==> src/rtl/lane_pkg.sv <==
package lane_pkg;
  typedef enum logic [1:0] {
    OP_IN   = 2'd0,
    OP_OUT  = 2'd1,
    OP_PUSH = 2'd2,
    OP_PULL = 2'd3
  } lane_op_e;
endpackage

==> src/rtl/lane_isr.sv <==
module lane_isr #(
  parameter int W  = 32,
  parameter int TW = $clog2(W),
  parameter int CW = TW + 1
) (
  input  logic          clk,
  input  logic          rst,
  input  logic          dir_right,
  input  logic          autopush,
  input  logic [TW-1:0] thr,
  input  logic          do_in,
  input  logic          do_push,
  input  logic [TW-1:0] nbits,
  input  logic [W-1:0]  din,
  input  logic          rx_ready,
  output logic          rx_valid,
  output logic [W-1:0]  rx_data,
  output logic          stall
);
  localparam logic [CW-1:0] WC = CW'(W);

  logic [W-1:0]  isr_q;
  logic [CW-1:0] cnt_q;
  logic [CW-1:0] n_eff, thr_eff, cnt_next;
  logic [CW:0]   sum;
  logic [W-1:0]  mask, fresh, shifted;
  logic          trig;

  always_comb begin
    n_eff    = (nbits == '0) ? WC : {1'b0, nbits};
    thr_eff  = (thr == '0) ? WC : {1'b0, thr};
    mask     = {W{1'b1}} >> (WC - n_eff);
    fresh    = din & mask;
    if (dir_right) shifted = (isr_q >> n_eff) | (fresh << (WC - n_eff));
    else           shifted = (isr_q << n_eff) | fresh;
    sum      = {1'b0, cnt_q} + {1'b0, n_eff};
    cnt_next = (sum > {1'b0, WC}) ? WC : sum[CW-1:0];
    trig     = autopush && (cnt_next >= thr_eff);
    rx_valid = (do_in && trig) || do_push;
    rx_data  = do_push ? isr_q : shifted;
    stall    = rx_valid && !rx_ready;
  end

  always_ff @(posedge clk) begin
    if (rst) begin
      isr_q <= '0;
      cnt_q <= '0;
    end else if (do_in && !stall) begin
      if (trig) begin
        isr_q <= '0;
        cnt_q <= '0;
      end else begin
        isr_q <= shifted;
        cnt_q <= cnt_next;
      end
    end else if (do_push && rx_ready) begin
      isr_q <= '0;
      cnt_q <= '0;
    end
  end
endmodule

==> src/rtl/lane_osr.sv <==
module lane_osr #(
  parameter int W  = 32,
  parameter int TW = $clog2(W),
  parameter int CW = TW + 1
) (
  input  logic          clk,
  input  logic          rst,
  input  logic          dir_right,
  input  logic          autopull,
  input  logic [TW-1:0] thr,
  input  logic          do_out,
  input  logic          do_pull,
  input  logic [TW-1:0] nbits,
  input  logic          tx_valid,
  input  logic [W-1:0]  tx_data,
  output logic          tx_ready,
  output logic          stall,
  output logic          out_valid,
  output logic [W-1:0]  out_bits
);
  localparam logic [CW-1:0] WC = CW'(W);

  logic [W-1:0]  osr_q;
  logic [CW-1:0] cnt_q;
  logic [CW-1:0] n_eff, thr_eff, src_cnt, cnt_next;
  logic [CW:0]   sum;
  logic [W-1:0]  mask, src, bits, rest;
  logic          need_pull, want_word;

  always_comb begin
    n_eff     = (nbits == '0) ? WC : {1'b0, nbits};
    thr_eff   = (thr == '0) ? WC : {1'b0, thr};
    need_pull = do_out && autopull && (cnt_q >= thr_eff);
    src       = need_pull ? tx_data : osr_q;
    src_cnt   = need_pull ? '0 : cnt_q;
    mask      = {W{1'b1}} >> (WC - n_eff);
    if (dir_right) begin
      bits = src & mask;
      rest = src >> n_eff;
    end else begin
      bits = src >> (WC - n_eff);
      rest = src << n_eff;
    end
    sum       = {1'b0, src_cnt} + {1'b0, n_eff};
    cnt_next  = (sum > {1'b0, WC}) ? WC : sum[CW-1:0];
    want_word = need_pull || do_pull;
    tx_ready  = want_word && tx_valid;
    stall     = want_word && !tx_valid;
  end

  always_ff @(posedge clk) begin
    if (rst) begin
      osr_q     <= '0;
      cnt_q     <= WC;
      out_valid <= 1'b0;
      out_bits  <= '0;
    end else begin
      out_valid <= 1'b0;
      if (do_out && !stall) begin
        osr_q     <= rest;
        cnt_q     <= cnt_next;
        out_bits  <= bits;
        out_valid <= 1'b1;
      end else if (do_pull && tx_valid) begin
        osr_q <= tx_data;
        cnt_q <= '0;
      end
    end
  end
endmodule

==> src/rtl/lane_shifter.sv <==
module lane_shifter #(
  parameter int W  = 32,
  parameter int TW = $clog2(W)
) (
  input  logic          clk,
  input  logic          rst,
  input  logic          cfg_in_right,
  input  logic          cfg_out_right,
  input  logic          cfg_autopush,
  input  logic          cfg_autopull,
  input  logic [TW-1:0] cfg_push_thr,
  input  logic [TW-1:0] cfg_pull_thr,
  input  logic          op_valid,
  input  logic [1:0]    op_kind,
  input  logic [TW-1:0] op_bits,
  input  logic [W-1:0]  op_din,
  output logic          op_stall,
  output logic          out_valid,
  output logic [W-1:0]  out_bits,
  output logic          rx_valid,
  output logic [W-1:0]  rx_data,
  input  logic          rx_ready,
  input  logic          tx_valid,
  input  logic [W-1:0]  tx_data,
  output logic          tx_ready
);
  import lane_pkg::*;

  lane_op_e kind;
  logic do_in, do_out, do_push, do_pull;
  logic in_stall, out_stall;

  always_comb begin
    kind    = lane_op_e'(op_kind);
    do_in   = op_valid && (kind == OP_IN);
    do_out  = op_valid && (kind == OP_OUT);
    do_push = op_valid && (kind == OP_PUSH);
    do_pull = op_valid && (kind == OP_PULL);
  end

  lane_isr #(.W(W), .TW(TW)) u_isr (
    .clk(clk), .rst(rst), .dir_right(cfg_in_right), .autopush(cfg_autopush),
    .thr(cfg_push_thr), .do_in(do_in), .do_push(do_push), .nbits(op_bits),
    .din(op_din), .rx_ready(rx_ready), .rx_valid(rx_valid), .rx_data(rx_data),
    .stall(in_stall)
  );

  lane_osr #(.W(W), .TW(TW)) u_osr (
    .clk(clk), .rst(rst), .dir_right(cfg_out_right), .autopull(cfg_autopull),
    .thr(cfg_pull_thr), .do_out(do_out), .do_pull(do_pull), .nbits(op_bits),
    .tx_valid(tx_valid), .tx_data(tx_data), .tx_ready(tx_ready),
    .stall(out_stall), .out_valid(out_valid), .out_bits(out_bits)
  );

  assign op_stall = in_stall || out_stall;
endmodule

==> config.mk <==
export PLATFORM = sky130hd
export DESIGN_NAME = lane_shifter
export DESIGN_NICKNAME = d
export VERILOG_FILES = /design/src/rtl/lane_pkg.sv /design/src/rtl/lane_isr.sv /design/src/rtl/lane_osr.sv /design/src/rtl/lane_shifter.sv
export SDC_FILE = /design/constraint.sdc
export NUM_CORES = 1
export LEC_CHECK = 0
export ABC_AREA = 1
export CAP_MARGIN = 20
export CELL_PAD_IN_SITES_DETAIL_PLACEMENT = 1
export CELL_PAD_IN_SITES_GLOBAL_PLACEMENT = 2
export CORE_MARGIN = 3
export CORE_UTILIZATION = 29
export DETAILED_ROUTE_END_ITERATION = 8
export DONT_BUFFER_PORTS = 1
export PLACE_DENSITY_LB_ADDON = 0.12
export RECOVER_POWER = 25
export SYNTH_ARGS = -nofsm -noshare
export SYNTH_HDL_FRONTEND = slang
export SYNTH_HIERARCHICAL = 1
export SYNTH_SLANG_ARGS = --single-unit
==> constraint.sdc <==
create_clock -name clk -period 15.1 [get_ports clk]
set_input_delay 3.02 -clock clk [delete_from_list [all_inputs] [get_ports clk]]
set_output_delay 3.02 -clock clk [all_outputs]
set_load 0.01 [all_outputs]
======== After elaboration in Yosys (flattened, before gate mapping) ========
Cells that the tools add are included.
cells by class
  add/sub/neg operators ................... 3
  multiply operators ...................... 0
  div/mod/pow operators ................... 0
  $lt $le $gt $ge ......................... 4
  equality and inequality tests ........... 3
  shift-type cells ........................ 7
  muxes and demuxes ....................... 22
  bitwise gates (word level) .............. 4
  reductions and logical operators ........ 28
operators with widths
  kind                                                           count
  two-way mux 32 bit                                             10
  << shifter 32 x 6 -> 32 bit                                    3
  right shift 32 x 6 -> 32 bit                                   3
  two-way mux 6 bit                                              11
  bitwise AND 32 bit                                             2
  bitwise OR 32 bit                                              2
  right shift 32 x 6 -> 32 bit, first input constant             1
  logical AND 1 bit                                              15
  logical NOT 5 bit                                              3
  adder 6 x 6 -> 7 bit                                           2
  greater-than comparator 7 x 6 -> 1 bit, second input constant  2
  >= comparator 6 bit                                            2
  subtractor 6 bit, first input constant                         1
  equality test 2 bit, second input constant                     2
  logical NOT 1 bit                                              4
  nonzero test 2 bit                                             2
  logical OR 1 bit                                               3
  equality test 2 x 1 -> 1 bit, second input constant            1
  logical NOT 2 bit                                              1
  two-way mux 1 bit                                              1
word-level totals
  bits in registers ....................... 109
  bits in latches ......................... 0
  memory bits (writable) .................. 0
  memory bits (read-only) ................. 0
  input port bits ......................... 90
  logic and storage cells ................. 77
  memories kept ........................... 0

======== Logic depth before layout (Yosys ltp) ========
Gate-level depths: netlist of the first run.
  word-level depth ........................ 13
  gate-level depth with buffers ........... 31
  mapped depth without buffers ............ 26

======== Hierarchy ========
Netlist of the first run, hierarchy kept.
modules (own cells, without submodules)
  module        instances  cells an instance  area an instance (µm²)  sequential area each (µm²)
  lane_osr      1          1629               9205.1                  1421.4
  lane_isr      1          1501               7848.8                  760.7
  lane_shifter  1          9                  36.3                    0.0

======== Least setup slack after synthesis of the first run ========
OpenSTA, ideal clock, no wires.
  kind .................................... input port to output port
  start ................................... input op_bits[0]
  end ..................................... output op_stall
  data arrival time ....................... 6.348 ns
  slack ................................... 5.732 ns
  stages .................................. 28
  buffers on the path ..................... 5
  path through ............................ buf_6 buf_4 buf_6 buf_2 clkbuf_1 ha_1 ha_1 or2_1 nand3_1 a31oi_1 nand2_1 nand2_1 a21oi_1 nand3b_4 nand2_1 inv_1 nor2_1 ha_1 inv_1 nor2_1 o211ai_1 o2111ai_1 nand2_1 o21ai_1 inv_1 or2_1 inv_1 or2_1
on the way
  longest elaborated chain between the ends .. 11
RTL lines
  element                                 line                text
  from (decl)                             lane_shifter.sv:15  input logic [TW-1:0] op_bits,
  logical NOT 5 bit                       lane_isr.sv:30      n_eff = (nbits == '0) ? WC : {1'b0, nbits};
  two-way mux 6 bit (*)                   lane_isr.sv:30
  adder 6 x 6 -> 7 bit (*)                lane_isr.sv:36      sum = {1'b0, cnt_q} + {1'b0, n_eff};
  greater-than comparator 7 x 6 -> 1 bit  lane_isr.sv:37      cnt_next = (sum > {1'b0, WC}) ? WC : sum[CW-1:0];
  two-way mux 6 bit (*)                   lane_isr.sv:37
  >= comparator 6 bit (*)                 lane_isr.sv:38      trig = autopush && (cnt_next >= thr_eff);
  logical AND 1 bit (*)                   lane_isr.sv:38
  logical AND 1 bit (*)                   lane_isr.sv:39      rx_valid = (do_in && trig) || do_push;
  logical OR 1 bit (*)                    lane_isr.sv:39
  net rx_valid                            lane_shifter.sv:20  output logic rx_valid,
  logical AND 1 bit (*)                   lane_isr.sv:41      stall = rx_valid && !rx_ready;
  net in_stall                            lane_shifter.sv:31  logic in_stall, out_stall;
  logical OR 1 bit (*)                    lane_shifter.sv:55  assign op_stall = in_stall || out_stall;
  to (decl)                               lane_shifter.sv:17  output logic op_stall,
Mark *: on every way through the listed nets, which the timed path passes. The rest lies on a longest branch.

======== Final worst setup path of the first run ========
  start ................................... input op_bits[2]
  end ..................................... output op_stall
Same word-level chain as after synthesis.

==> summary.md, run 1 <==
| Metric | Value |
|---|---|
| Status | finished, violations left |
| Failing checks | max-capacitance violations, max-slew violations |
| Cells along the critical path | inv_6 > nand3_2 > nor2_1 > ha_1 > a21oi_1 > nand3b_4 > nand2_1 > inv_1 > nor2_1 > ha_1 > nand2_1 > inv_1 > nand4_1 > o2111ai_1 > nand2_1 > o21ai_1 > inv_1 > or2_1 > inv_1 > or2_1 |
| Resize count post-CTS | 0 |
| CP max stage cell | nor2_1 |
| Fmax | 0.09170 GHz |
| Core Area | 0.05803 mm2 |
| # setup viols final | 0 |
| Hold endpoint | u_isr/cnt_q[0] |
| Max FO, Critical Path | 128 |
| Total of max-cap violations | 2 |
| Cell count after placement | 3685 |
| Clock Latency Late Sink | 400 ps |
| Final period utilization | 72.22% |
| Synth unique cells | 62 |
| Reg2Reg Launch Point | u_osr/cnt_q[0] |
| Buffers on Ports | 0 |
| EDFF count, synth | 0 |
| Hold Crit Depth | 2 |
| Hold Vio Cnt, Final | 0 |
| Placer's final routability congestion estimate | 0.9659 |
| Min-Delay Path Class | reg -> reg |
| DR vias | 22723 |
| Area Growth Syn to Fin | 1.420% |
| Mean Syn Cell Area | 5.444 um2 |
| WP buf/inv | 5 |
| First-pass GRT wire length | 151900 um |
| Row count | 88 |
| Crit-path leading delay family | simple AND/OR/NAND/NOR gates |
| Root Buffer | clkbuf_16 |
| Tmin final | 10910 ps |
| Ant. Diodes | 0 |
| Post-synthesis cell area | 0.01709 mm2 |
| Critical path's most frequent cell | inv_1 |
| Routed Antenna Nets | 0 |
| Slew @ Worst Pin | 3597 ps |
| Area leader, netlist | nand3_1 |
| Worst-case reg-to-reg path depth | 16 |
| HP Start | u_isr/cnt_q[0] |
| Total wire length | 105700 um |
| Power Density | 71.29 mW/mm2 |
| Post-synth ARST share | 0% |
| Layout Nets | 3052 |
| Post-synthesis sequential area ratio | 12.77% |
| Initial Util | 29.45% |
| Post-CTS setup buffer count | 0 |
| Fin Clk Skew | 8.398 ps |
| Total gr overflow | 0 |
| Initial drt markers | 2751 |
| CTS tree | built |
| Vias in the first global route | 21427 |
| DR pass1 iterations | 6 |
| CTS Buf Count | 9 |
| Nature of the critical path endpoint | output pin |
| R2R Setup Slk | 10550 ps |
| Max Buffers Root-to-Sink | 2 |
| Die area | 0.06188 mm2 |
| FF+latch count, synth | 109 |
| Top_reg_cell synth | dfxtp_1 |
| Finished Layout Cells | 3702 |
| Clock-pin slew on the worst setup and hold paths | 80 ps |
| Critical path class | in -> out |
| Post-cts hold buffer count | 0 |
| Layout cells sized above 1 | 6.980% |
| Initial antenna violation count | 0 |
| Chip width | 248.8 um |
| Post-Synthesis Cells | 3139 |
| CTS Sinks | 109 |
| H-tree Lvls | 3 |
| Setup_tns | 0 ps |
| Gr usage total | 32.57% |
| Post-synth top area share | 23.46% |
| Slew Viols, Final | 111 |
| Required time of the critical path | 12080 ps |
| Post-detailed-route DRC marker count | 0 |
| Ys Warns | 6 |
| Avg Vias per Cell | 6.138 |
| RR Endpoint | u_osr/out_bits[16] |
| Max-slew headroom | -139.8% |
| Ports | 158 |
| Chip Height | 248.8 um |
| Total Power | 1236 uW |
| Synthesized Nets | 3259 |
| Ranking of synthesized cells by area | nand3_1 23%, nand2_1 17%, dfxtp_1 13% |
| Largest net degree at the start of global routing | 152 |
| HPWL Detailed | 79310 um |
| Data arrival time of the critical path | 7890 ps |
| Mean routed wirelength per cell | 28.55 um |
| Setup crit start kind | input pin |
| VDD IR max | 0.00006044 V |
| RSZ-0062 raised after global routing | false |
| P_leak | 0.007338 uW |
| Critical path's largest stage delay | 880 ps |
how the worst max path moves through the flow:
stage,start,to,depth (start not counted)
detailed placement,op_bits[2],op_stall,20
floorplan,op_bits[0],op_stall,28
finish,op_bits[2],op_stall,20
global placement,op_bits[2],op_stall,20
CTS,op_bits[2],op_stall,20
global route,op_bits[2],op_stall,20
cell usage in the layout, fill, tap and decap left out, drive strengths merged, types with 2 or more instances in the layout:
| cell | Yosys | routed |
|---|---|---|
| a211oi | 6 | 6 |
| a21boi | 3 | 3 |
| or2 | 17 | 17 |
| a221oi | 3 | 3 |
| nand3b | 3 | 3 |
| o21ai | 299 | 299 |
| nand2 | 819 | 819 |
| dfxtp | 109 | 109 |
| nor2 | 182 | 182 |
| o31ai | 3 | 3 |
| xor2 | 7 | 7 |
| inv | 180 | 183 |
| nand4 | 50 | 50 |
| clkbuf | 85 | 12 |
| o22ai | 3 | 3 |
| nor4 | 2 | 2 |
| a22oi | 12 | 12 |
| o221ai | 2 | 2 |
| nand3 | 843 | 843 |
| o2111ai | 5 | 5 |
| a31oi | 24 | 24 |
| a21oi | 209 | 209 |
| o211ai | 40 | 40 |
| ha | 29 | 29 |
| buf | 167 | 32 |
| mux2i | 12 | 12 |
| clkinv | 4 | 6 |
| nor3 | 12 | 12 |
kinds of logic (layout without fill, tap and decap cells):
group                      after synthesis  count (layout)  synth area share, %
AOI/OAI and AO/OA                      615             615                20.07
xor gates and xnor gates                 7               7               0.3587
adders and majority gates               30              30                2.240
buffers and inverters                  436             234                11.60
DFF                                    109             109                12.77
muxes                                   12              12               0.7029
and+or+nand+nor                       1930            1930                52.26
per-layer routing:
metal / wire (um) / global-route usage, %
met2: 40610 / 43.58
met4: 1564 / 5.269
met3: 12630 / 11.55
met1: 50890 / 49.61
met5: 0 / 0
synthesized netlist by cell type, types with 4 or more instances:
library cell  instances
xor2_1                7
inv_1               153
mux2i_1              12
nor2_1              168
clkinv_1              4
o21ai_0             173
buf_2                78
buf_1                50
o2111ai_1             5
buf_4                17
a21oi_2               5
a21oi_1             203
inv_2                25
nor3_1               10
or2_1                13
ha_1                 29
nand2_1             773
o21ai_2              14
dfxtp_1             109
nand3_2              42
nor2_2               12
buf_6                20
nand3_1             801
a22oi_1              12
nand2_2              42
nand4_1              50
a211oi_1              6
a31oi_1              24
o21ai_1             112
clkbuf_1             85
o211ai_1             37
stage by stage:
stage	hold slack (ps)	worst slack [ps]	util (%)	cell area [um2]
final	472.8	4194	29.87	17330
after global routing	490.1	3871	29.87	17330
after CTS	469.0	4402	29.89	17340
after detailed placement	455.4	4413	29.36	17040
after global placement	446.2	4581	29.36	17040
after floorplan	442.9	5732	-	17090
worst register-to-register path, stage by stage, from the launching register on:
cell and delay (ps):
dfxtp_1 340, inv_1 70, ha_1 290, inv_1 50, nand2_1 40, nand2_1 50, nand2_1 60, nand2_1 100
nand2_4 340, nand2_8 510, a21oi_2 160, nor2_2 110, buf_4 410, inv_1 810, a311oi_1 760, nand2_1 220
a21oi_1 160
layout make-up:
cell class | instances | area (um2)
multi-input combinational | 2594 | 12940
tap | 765 | 957.2
clock buffer | 10 | 229.0
clock inverter | 6 | 78.83
inverter | 184 | 698.2
sequential | 109 | 2182
fill | 7834 | 40690
timing repair buffer | 34 | 247.7
report_power, final:
part | switching [uW] | internal [uW]
sequential | 16.4 | 303
combinational | 474 | 162
clock | 147 | 133
total | 638 | 598
sequential cells by signal, indices dropped and copies added, names as in the netlist:
name / count
u_isr/isr_q: 32
u_isr/cnt_q: 6
u_osr/out_bits: 32
u_osr/out_valid: 1
u_osr/cnt_q: 6
u_osr/osr_q: 32
Note: power is estimated with default switching activity, not from simulation.
==> run 2: changes to the inputs <==
==> constraint.sdc (replaced) <==
create_clock -name clk -period 9.79 [get_ports clk]
set_input_delay 1.958 -clock clk [delete_from_list [all_inputs] [get_ports clk]]
set_output_delay 1.958 -clock clk [all_outputs]
set_load 0.01 [all_outputs]
==> run 2 against run 1 <==
  * The flow still finishes with violations (max-capacitance violations, max-slew violations)
  * Non-clock buffer count rose by 2
  * Worst setup slack got worse by 2800 ps
  * Combinational power is 56% higher
  * Critical endpoint unchanged
  * Largest power group unchanged
==> summary.md, run 2 (synthesis results as in run 1) <==
| Metric | Value |
|---|---|
| Total wire length | 105000 um |
| Clock Latency Late Sink | 410 ps |
| Clock-pin slew on the worst setup and hold paths | 80 ps |
| Sw frac | 52.40% |
| # setup viols final | 0 |
| P_leak | 0.007349 uW |
| Cells along the critical path | inv_4 > nand3_2 > nor2_1 > ha_1 > a21oi_1 > nand3b_4 > nand2_1 > inv_1 > nor2_1 > ha_1 > inv_1 > nor2_1 > o211ai_1 > o2111ai_1 > nand2_1 > o21ai_1 > inv_1 > or2_1 > inv_1 > or2_1 |
| Total gr overflow | 0 |
| Critical path class | in -> out |
| Routed Antenna Nets | 0 |
| Tmin final | 8375 ps |
| Max-slew headroom | -50.08% |
| Core Area | 0.05803 mm2 |
| Worst slack, placed | 1456 ps |
| Avg Vias per Cell | 6.121 |
| Slew @ Worst Pin | 2251 ps |
| Post-cts hold buffer count | 0 |
| Initial Util | 29.45% |
| Max Buffers Root-to-Sink | 2 |
| Buffers on Ports | 0 |
| Critical path's largest stage delay | 570 ps |
| Clock share of power | 21.6% |
| Layout Nets | 3054 |
| Fin Clk Skew | 24.24 ps |
| Setup slack after layout | 1415 ps |
| CTS Buf Count | 9 |
| Layout cells sized above 1 | 7.111% |
| Slew Viols, Final | 120 |
| Largest net degree at the start of global routing | 152 |
| Failing checks | max-capacitance violations, max-slew violations |
| DR pass1 iterations | 5 |
| Initial antenna violation count | 1 |
| Gr usage total | 32.55% |
| Status | finished, violations left |
| CTS tree | built |
| Max FO, Critical Path | 99 |
| Biggest regs | u_isr/isr_q x32, u_osr/osr_q x32, u_osr/out_bits x32 |
| Initial drt markers | 2903 |
| Seq pwr share | 26.0% |
| Critical path's most frequent cell | inv_1 |
| Total of max-cap violations | 3 |
| H-tree Lvls | 3 |
| Final period utilization | 85.55% |
| Pint | 898.7 uW |
| Nature of the critical path endpoint | output pin |
| Mean routed wirelength per cell | 28.34 um |
| Most common cell after layout, fill and taps aside | nand3_1 |
| Setup crit start kind | input pin |
| Ports | 158 |
| Required time of the critical path | 7830 ps |
| CTS Sinks | 109 |
| Data arrival time of the critical path | 6420 ps |
| VDD IR max | 0.00009089 V |
| Vias in the first global route | 21609 |
| CP max stage cell | nor2_1 |
| RSZ-0062 raised after global routing | false |
| Area Growth Syn to Fin | 1.567% |
| Power Density | 108.8 mW/mm2 |
| Post-CTS setup buffer count | 0 |
| Chip Height | 248.8 um |
| Die area | 0.06188 mm2 |
| Sw power | 989.3 uW |
| Final core utilization | 29.91% |
| Ant. Diodes | 0 |
| Commonest non-fill, non-tap cells in the layout | 801 x nand3_1, 775 x nand2_1, 203 x a21oi_1 |
| Placer's final routability congestion estimate | 0.9633 |
| Setup_tns | 0 ps |
| Min-Delay Path Class | reg -> reg |
| Post-detailed-route DRC marker count | 0 |
| DR vias | 22673 |
| Resize count post-CTS | 0 |
| Fmax | 0.1194 GHz |
| Comb pwr share | 52.5% |
| HPWL Detailed | 80670 um |
| Row count | 88 |
| Chip width | 248.8 um |
| Hold Vio Cnt, Final | 0 |
| First-pass GRT wire length | 152800 um |
| Root Buffer | clkbuf_16 |
## run 2: cell count changes in the layout (fill, tap and decap cells not counted), moves of 2 or more
cell and change:
o21ai_2 +2, nand2_1 +2, clkbuf_1 -2, o21ai_0 -2, clkinvlp_4 +2
## run 2: final timing paths
| check | start | depth (start not counted) | slack [ps] | endpoint |
|---|---|---|---|---|
| max reg2reg | u_osr/cnt_q[5] | 13 | 2980 | u_osr/osr_q[31] |
| min reg2reg | u_isr/cnt_q[0] | 2 | 470 | u_isr/cnt_q[0] |
| max | op_bits[3] | 20 | 1410 | op_stall |
| min | u_isr/cnt_q[0] | 2 | 470 | u_isr/cnt_q[0] |
## run 2: layer usage
metal  global-route usage, %  up-vias  part of all wire [%]
met1                   50.77    11214                    49
li1                        -    10388                     -
met4                   4.185        2                   1.0
met2                   43.32     1007                    38
met3                   10.59       62                    12
met5                       0        -                 0.016
## run 2: power groups by stage
stage | clock [uW] | sequential [uW] | combinational, uW
3_3_place_gp | 0 | 499 | 948
5_1_grt | 439 | 493 | 1070
6_report | 407 | 490 | 991
3_5_place_dp | 0 | 500 | 954
4_1_cts | 423 | 490 | 958
2_1_floorplan | 0 | 492 | 678
## run 2: per-stage QoR
| step | hold WS [ps] | total power (uW) | std cells | instance area, um2 |
|---|---|---|---|---|
| finish | 469.7 | 1888 | 3704 | 17360 |
| CTS | 470.4 | 1870 | 3703 | 17350 |
| global placement | 448.4 | 1447 | 3686 | 17040 |
| detailed placement | 455.3 | 1454 | 3687 | 17050 |
| global route | 487.5 | 2002 | 3704 | 17360 |
| floorplan | 442.9 | 1170 | 3139 | 17090 |
## run 2: critical path: cells and delay by family
kind / cells / cell delay (ps)
buffers and inverters: 5 / 850
AND/OR/NAND/NOR: 9 / 2160
AO/OA/AOI/OAI: 4 / 750
adder cells (fa/ha/maj): 2 / 610
## run 2: area by class of cell
cell class | instances | area, um2
Fill cell | 7815 | 40670
Timing Repair Buffer | 36 | 290.3
Clock inverter | 7 | 68.82
Clock buffer | 9 | 225.2
Inverter | 184 | 698.2
Multi-Input combinational cell | 2594 | 12940
Tap cell | 765 | 957.2
Sequential cell | 109 | 2182
